File: config.mk
export PLATFORM = sky130hd
export DESIGN_NAME = port_pad_ctrl
export DESIGN_NICKNAME = d
export VERILOG_FILES = /design/src/rtl/pin_drv_pkg.sv /design/src/rtl/pin_sync.sv /design/src/rtl/pin_boost.sv /design/src/rtl/pin_cell.sv /design/src/rtl/port_pad_ctrl.sv
export SDC_FILE = /design/constraint.sdc
export NUM_CORES = 1
export LEC_CHECK = 0
export BUFFER_PORTS_ARGS = -buffer_cell sky130_fd_sc_hd__buf_2
export CAP_MARGIN = 15
export CORE_ASPECT_RATIO = 0.5
export CORE_UTILIZATION = 49
export DETAILED_ROUTE_END_ITERATION = 6
export PLACE_DENSITY = 0.88
export SLEW_MARGIN = 20
export SYNTH_ARGS = -nofsm -noshare
export SYNTH_HDL_FRONTEND = slang
export SYNTH_HIERARCHICAL = 1
export SYNTH_SLANG_ARGS = --single-unit
File: constraint.sdc
create_clock -name clk -period 2.6 [get_ports clk]
set_input_delay 0.13 -clock clk [delete_from_list [all_inputs] [get_ports clk]]
set_output_delay 0.13 -clock clk [all_outputs]
set_load 0.005 [all_outputs]
File: src/rtl/pin_drv_pkg.sv
package pin_drv_pkg;

    typedef enum logic [1:0] {
        MODE_QUASI  = 2'b00,
        MODE_PUSH   = 2'b01,
        MODE_INPUT  = 2'b10,
        MODE_ODRAIN = 2'b11
    } pad_mode_e;

    typedef struct packed {
        logic pull_dn;
        logic up_strong;
        logic up_weak;
        logic up_vweak;
    } pad_drive_t;

    localparam int SYNC_STAGES = 2;

    function automatic pad_mode_e resolve_mode(input logic m1, input logic m2,
                                               input logic forced);
        pad_mode_e r;
        if (forced) r = MODE_ODRAIN;
        else        r = pad_mode_e'({m1, m2});
        return r;
    endfunction

    function automatic pad_drive_t decode_drive(input pad_mode_e mode,
                                                input logic latch,
                                                input logic pad_sync,
                                                input logic boost);
        pad_drive_t d;
        d = '0;
        case (mode)
            MODE_QUASI: begin
                d.pull_dn   = ~latch;
                d.up_strong = boost;
                d.up_weak   = latch & pad_sync;
                d.up_vweak  = latch;
            end
            MODE_PUSH: begin
                d.pull_dn   = ~latch;
                d.up_strong = latch;
            end
            MODE_ODRAIN: begin
                d.pull_dn   = ~latch;
            end
            default: d = '0;
        endcase
        return d;
    endfunction

endpackage

File: src/rtl/pin_sync.sv
module pin_sync #(
    parameter int WIDTH = 8
) (
    input  logic             clk,
    input  logic             rst,
    input  logic [WIDTH-1:0] async_in,
    output logic [WIDTH-1:0] sync_out
);
    import pin_drv_pkg::*;

    logic [WIDTH-1:0] stage_q [SYNC_STAGES];

    always_ff @(posedge clk) begin
        if (rst) begin
            for (int s = 0; s < SYNC_STAGES; s++) stage_q[s] <= '0;
        end else begin
            stage_q[0] <= async_in;
            for (int s = 1; s < SYNC_STAGES; s++) stage_q[s] <= stage_q[s-1];
        end
    end

    assign sync_out = stage_q[SYNC_STAGES-1];

    // two-edge latency once two clean cycles have passed since reset
    p_sync_latency_r12: assert property (@(posedge clk) disable iff (rst)
        (!$past(rst) && !$past(rst, 2)) |-> (sync_out == $past(async_in, 2)));

endmodule

File: src/rtl/pin_boost.sv
module pin_boost (
    input  logic clk,
    input  logic rst,
    input  logic rst_level,
    input  logic latch_q,
    input  logic is_quasi,
    output logic boost_on
);
    logic prev_q;
    logic tail_q;
    logic rise;

    assign rise     = latch_q & ~prev_q;
    assign boost_on = is_quasi & latch_q & (rise | tail_q);

    always_ff @(posedge clk) begin
        if (rst) begin
            prev_q <= rst_level;
            tail_q <= 1'b0;
        end else begin
            prev_q <= latch_q;
            tail_q <= rise & is_quasi;
        end
    end

    // pulse starts in the first cycle the latch shows 1
    p_boost_start_r4: assert property (@(posedge clk) disable iff (rst)
        (is_quasi && latch_q && !$past(latch_q) && !$past(rst)) |-> boost_on);

    // never longer than two cycles
    p_boost_len_r4: assert property (@(posedge clk) disable iff (rst)
        ($past(boost_on) && $past(boost_on, 2)) |-> !boost_on);

endmodule

File: src/rtl/pin_cell.sv
module pin_cell #(
    parameter bit FORCED = 1'b0
) (
    input  logic clk,
    input  logic rst,
    input  logic rst_level,
    input  logic latch_q,
    input  logic mode1_q,
    input  logic mode2_q,
    input  logic pad_sync,
    output pin_drv_pkg::pad_drive_t drive
);
    import pin_drv_pkg::*;

    pad_mode_e mode_eff;
    logic      boost_on;

    assign mode_eff = resolve_mode(mode1_q, mode2_q, FORCED);

    pin_boost u_boost (
        .clk      (clk),
        .rst      (rst),
        .rst_level(rst_level),
        .latch_q  (latch_q),
        .is_quasi (mode_eff == MODE_QUASI),
        .boost_on (boost_on)
    );

    always_comb drive = decode_drive(mode_eff, latch_q, pad_sync, boost_on);

    p_no_fight_r10: assert property (@(posedge clk) disable iff (rst)
        drive.pull_dn |-> !(drive.up_strong || drive.up_weak || drive.up_vweak));

    p_input_quiet_r7: assert property (@(posedge clk) disable iff (rst)
        (mode_eff == MODE_INPUT) |-> (drive == '0));

    p_od_no_pullup_r5: assert property (@(posedge clk) disable iff (rst)
        (mode_eff == MODE_ODRAIN) |-> (!drive.up_strong && !drive.up_weak &&
                                       !drive.up_vweak && drive.pull_dn == !latch_q));

endmodule

File: src/rtl/port_pad_ctrl.sv
module port_pad_ctrl #(
    parameter int              WIDTH    = 8,
    parameter logic [WIDTH-1:0] FORCE_OD = 8'b0000_1100
) (
    input  logic             clk,
    input  logic             rst,
    input  logic             rst_level,
    input  logic             latch_we,
    input  logic [WIDTH-1:0] latch_wdata,
    input  logic             mode_we,
    input  logic [WIDTH-1:0] mode1_wdata,
    input  logic [WIDTH-1:0] mode2_wdata,
    input  logic [WIDTH-1:0] pad_in,
    output logic [WIDTH-1:0] pull_dn_en,
    output logic [WIDTH-1:0] up_strong_en,
    output logic [WIDTH-1:0] up_weak_en,
    output logic [WIDTH-1:0] up_vweak_en,
    output logic [WIDTH-1:0] pad_rd,
    output logic [WIDTH-1:0] latch_rd
);
    import pin_drv_pkg::*;

    logic [WIDTH-1:0] latch_q;
    logic [WIDTH-1:0] mode1_q;
    logic [WIDTH-1:0] mode2_q;
    logic [WIDTH-1:0] pad_sync;

    always_ff @(posedge clk) begin
        if (rst) begin
            latch_q <= {WIDTH{rst_level}};
            mode1_q <= '0;
            mode2_q <= '0;
        end else begin
            if (latch_we) latch_q <= latch_wdata;
            if (mode_we) begin
                mode1_q <= mode1_wdata;
                mode2_q <= mode2_wdata;
            end
        end
    end

    pin_sync #(.WIDTH(WIDTH)) u_sync (
        .clk     (clk),
        .rst     (rst),
        .async_in(pad_in),
        .sync_out(pad_sync)
    );

    for (genvar i = 0; i < WIDTH; i++) begin : g_pin
        pad_drive_t drv;

        pin_cell #(.FORCED(FORCE_OD[i])) u_cell (
            .clk      (clk),
            .rst      (rst),
            .rst_level(rst_level),
            .latch_q  (latch_q[i]),
            .mode1_q  (mode1_q[i]),
            .mode2_q  (mode2_q[i]),
            .pad_sync (pad_sync[i]),
            .drive    (drv)
        );

        assign pull_dn_en[i]   = drv.pull_dn;
        assign up_strong_en[i] = drv.up_strong;
        assign up_weak_en[i]   = drv.up_weak;
        assign up_vweak_en[i]  = drv.up_vweak;

        if (FORCE_OD[i]) begin : g_forced
            p_forced_od_r9: assert property (@(posedge clk) disable iff (rst)
                !(up_strong_en[i] || up_weak_en[i] || up_vweak_en[i]));
        end
    end

    assign pad_rd   = pad_sync;
    assign latch_rd = latch_q;

    p_reset_level_r8: assert property (@(posedge clk) disable iff (rst)
        $past(rst) |-> (latch_rd == {WIDTH{$past(rst_level)}} && up_strong_en == '0));

endmodule

; Word-level counts from Yosys, hierarchy flattened
; Memory sizes are Yosys's and may differ from the RTL's.
; Cells that the tools add are included.
[word_totals]
regBits = 36
ramBits = 16
input_bits = 37
out_inout_bits = 48
word_cells = 124
memories = 1
[memory_table]
columns = memory, words, width, read_ports, rd_ports_with_merged_regs, wr, line
row1 = u_sync.stage_q, 2, 8, 2, 0, 2, pin_sync.sv:11  ; logic [WIDTH-1:0] stage_q [SYNC_STAGES];
[op_classes]
eq_ne = 12
muxes = 31
bitwise = 52
n_reduce_logical = 13
[ops]
columns = operator, count
row1 = $mux W8, 4
row2 = $and A1 B1 Y1, 30
row3 = $reduce_or A3 Y1, 6
row4 = $mux W1, 15
row5 = $not A1 Y1, 14
row6 = $eq A2 B1 Y1 const B, 6
row7 = $eq A2 B2 Y1 const B, 6
row8 = $logic_not A2 Y1, 6
row9 = $mux W2, 6
row10 = $pmux W1 S2, 6
row11 = $or A1 B1 Y1, 8
row12 = $reduce_bool A2 Y1, 1

; Depth between registers and ports, before layout
[depth]
depth_word = 5
ltp_mapped = 5

; Modules after synthesis
; The synthesis kept the hierarchy.
[by_module_without_submodules]
columns = module, instances, cells_per_inst, area_each_um2, seq_area_each_um2
row1 = port_pad_ctrl, 1, 79, 905.9, 560.5
row2 = pin_sync, 1, 41, 524.3, 320.3
row3 = pin_boost, 6, 7, 72.6, 40.0
row4 = pin_cell (g_pin[0].u_cell ...), 6, 7, 45.0, 0.0
row5 = pin_cell (g_pin[2].u_cell ...), 2, 5, 30.0, 0.0

; Least setup slack after synthesis
; Ideal clock, no wire load.
[synth_path]
path_type = reg2out
startpoint = register latch_q[1] (netlist: latch_rd[1])
endpoint = output up_weak_en[1]
arrival_time_ns = 0.784
required_ns = 2.470
slack_ns = 1.686
path_stages_with_launch = 3
n_path_buf = 0
path_cell_list = edfxtp_1 nor3b_2 and2_1
[synth_between]
elab_chain_cells = 2
[synth_lines]
columns = item, line
row1 = from (decl), port_pad_ctrl.sv:23  ; logic [WIDTH-1:0] latch_q;
row2 = from (signal assigned), port_pad_ctrl.sv:30  ; latch_q <= {WIDTH{rst_level}};
row3 = from (signal assigned), port_pad_ctrl.sv:34  ; if (latch_we) latch_q <= latch_wdata;
row4 = $and A1 B1 Y1, pin_drv_pkg.sv:37  ; d.up_weak = latch & pad_sync;
row5 = $mux W2, pin_drv_pkg.sv:33  ; case (mode)
row6 = to (decl), port_pad_ctrl.sv:16  ; output logic [WIDTH-1:0] up_weak_en,
; No other way between the ends.

; Final worst setup path
[layout_path]
startpoint = register mode2_q[1]
endpoint = output up_strong_en[1]
[layout_between]
elab_chain_cells = 4
elab_cells_between_ends = 5
[layout_lines]
columns = item, line
row1 = from (decl), port_pad_ctrl.sv:25  ; logic [WIDTH-1:0] mode2_q;
row2 = from (signal assigned), port_pad_ctrl.sv:37  ; mode2_q <= mode2_wdata;
row3 = $logic_not A2 Y1, pin_cell.sv:25  ; .is_quasi (mode_eff == MODE_QUASI),
row4 = $and A1 B1 Y1 (2 in series), pin_boost.sv:14  ; assign boost_on = is_quasi & latch_q & (rise | tail_q);
row5 = named net g_pin[1].u_cell.boost_on, pin_cell.sv:16  ; logic boost_on;
row6 = $pmux W1 S2, pin_drv_pkg.sv:33
row7 = to (decl), port_pad_ctrl.sv:15  ; output logic [WIDTH-1:0] up_strong_en,
; The timed path passes the listed nets, and every way through them passes these cells.

==> qor_table.md <==
| Result | Reported |
|---|---|
| GRT overflow | 0 |
| Delay contributed by the slowest stage of the critical path | 0.38 ns |
| Startpoint Class | flip-flop |
| WL met2 | 2.12 mm |
| Unrepaired setup endpoints after global routing | false |
| Worst Setup Path Type | reg2out |
| Vias in the first global route | 1,299 |
| Number of antenna violations at the first check in global routing | 0 |
| Mapped cell area | 0.00206 mm2 |
| Count of synthesis-stage warnings from yosys | 6 |
| Total I/O pin count | 85 |
| Top cell family by delay on the critical path | flip-flops |
| Worst hold slack | 0.0403 ns |
| Buffers plus inverters on the worst setup path | 1 |
| Area of the core region | 0.00396 mm2 |
| Syn Inst Count | 202 |
| Uppermost metal layer occupied by signal nets | met4 |
| First-pass GRT wire length | 5.87 mm |
| Critical R2R Capture | g_pin[4].u_cell/u_boost/prev_q |
| Area taken by multi-input logic gates | 791 um2 |
| Hold violation count in the final report | 0 |
| Fill cell count | 326 |
| Reg area | 0.00104 mm2 |
| DRC violation count after routing | 0 |
| Antenna Cells | 0 |
| WP data required | 2.47 ns |
| Slowest stage cell, crit path | sky130_fd_sc_hd__dfxtp_1 |
| Min Clock Period, post-route | 1.43 ns |
| Endpoint, Worst Hold | u_sync/stage_q[0][4] |
| CTS tree | built |
| Number of endpoints failing setup at the final stage | 0 |
| Routability congestion estimate | 0.774 |
| Iteration count of the initial detailed-routing pass | 4 |
| IR drop worst, VDD | 0.000233 V |
| Worst Path Max Fanout | 5 |
| Initial Util | 52.0% |
| Post-synthesis to final-layout area growth | 19.4% |
| # port buffers | 74 |
| Y dimension of the die | 47.9 um |
| Worst Slack Setup Final | 1.17 ns |
| Clk_lat worst skew | 0.30 ns |
| Number of hold-repair buffers added at the cts stage | 0 |
| Sink count of the clock tree | 48 |
| Clk buf depth | 2 |
| Buffer count from post-CTS setup fixing | 0 |
| Detailed-route wire length | 4.09 mm |
| Final Cycle Share | 55.0% |
| Number of instances on the worst hold path | 2 |
| Maximum capacitance violations | 0 |
| Critical path startpoint | mode2_q[1] |
| Violation count after the first detailed-routing iteration | 76 |
| Post-route met1 wirelength | 1.75 mm |
| Cell at the root of the clock tree | sky130_fd_sc_hd__clkbuf_8 |
| Mean number of vias per cell | 4.81 |
| Num CTS Buffers | 5 |
| Areal power density over the cells | 625 mW/mm2 |
| Sum Neg Setup Slack | 0 ns |
| Hpwl dp | 2.92 mm |
| GR Util All Layers | 17.8% |
| DR WL/cell | 12.6 um |
| Total leakage power | 0.00123 uW |
| Worst Setup End Kind | output port |
| F_max | 699 MHz |
| CP Cell Sequence | nor2_1 > nand2_1 > a21oi_1 > mux2i_1 > nor2_1 > buf_2 |
| Detail Route met3 WL | 177 um |
| Startpoint of the worst-slack reg-to-reg timing path | latch_rd[4] |
| Arrival @ worst endpoint | 1.30 ns |
| Outcome | finished, final reports clean |
| Final Skew | 0.00495 ns |
| Antenna-violating nets left | 0 |
| Worst min path class | in2reg |
| Depth of the most critical reg-to-reg path | 1 |
| Final net count | 306 |
| H-Tree Level Count | 2 |
| Layout cells sized above 1 | 40.7% |
| Final count of pins violating max slew | 0 |
| Placement row count | 16 |
| Launch point of the worst hold path | pad_in[4] |
| Pin count of the biggest net entering global routing | 26 |
| Most frequent CP cell | sky130_fd_sc_hd__nor2_1 |
| Area enclosed by the die boundary | 0.00448 mm2 |
| Average footprint of a synthesized cell | 10.2 um2 |
| Post-CTS Resized | 0 |
| Worst slack, placed | 1.28 ns |
| Setup slack on the worst flop-to-flop path | 1.72 ns |
| Die X-Extent | 93.7 um |
| Total number of vias | 1,560 |
| CTS clk-pin slew, worst paths | 0.08 ns |
-- worst max path at each step --
stage	end	slack, ns	depth (start not counted)
after global placement	latch_rd[5]	1.33	4
after global routing	up_strong_en[1]	1.05	6
after CTS	up_strong_en[1]	1.17	6
after detailed placement	latch_rd[5]	1.28	4
final	up_strong_en[1]	1.17	6
after floorplan	up_weak_en[1]	1.69	2
-- cell usage in the layout, fill, tap and decap left out, drive strengths merged --
cell and count:
nor3 6, dfxtp 40, or2 1, nor3b 6, clkbuf 6, buf 76
and2b 6, nor2 24, conb 6, inv 22, a21oi 12, mux2i 18
edfxtp 8, and2 6, o21ai 8, nor2b 10, mux2 6, clkinv 2
nand2 7
-- area by class of cell --
class,count,share of cell area (%)
clock inverter,2,0.407
clock buffer,6,3.36
timing repair buffer,76,15.7
inverter,22,3.36
tap,54,2.75
multi-input combinational,116,32.1
sequential,48,42.3
-- metal layers --
layer | vias up | GRT usage, %
met1 | 754 | 22.2
met5 | - | 0
met3 | 6 | 5.40
met4 | 0 | 5.85
li1 | 759 | -
met2 | 41 | 30.9
-- metrics by stage --
stage                     std cells  power, uW  util (%)  cell area, um2
final                           324       1540      62.1            2460
after floorplan                 206       1010         -            2080
after global routing            324       1610      62.1            2460
after detailed placement        316       1100      59.7            2370
after CTS                       324       1550      62.1            2460
after global placement          316       1090      59.7            2370
-- report_power, final --
group / leakage, uW / internal [uW] / total, uW / switching [uW]
registers: 0.000414 / 810 / 855 / 44.9
logic: 0.000766 / 126 / 233 / 107
clock network: 0.0000510 / 212 / 451 / 238
-- registers in the layout (all words and copies together) (netlist names) --
signal                       count
mode2_q                          6
g_pin.u_cell/u_boost/tail_q      6
mode1_q                          6
g_pin.u_cell/u_boost/prev_q      6
u_sync/stage_q                  16
latch_rd                         8
No activity file was read; power rests on OpenSTA's default activity.
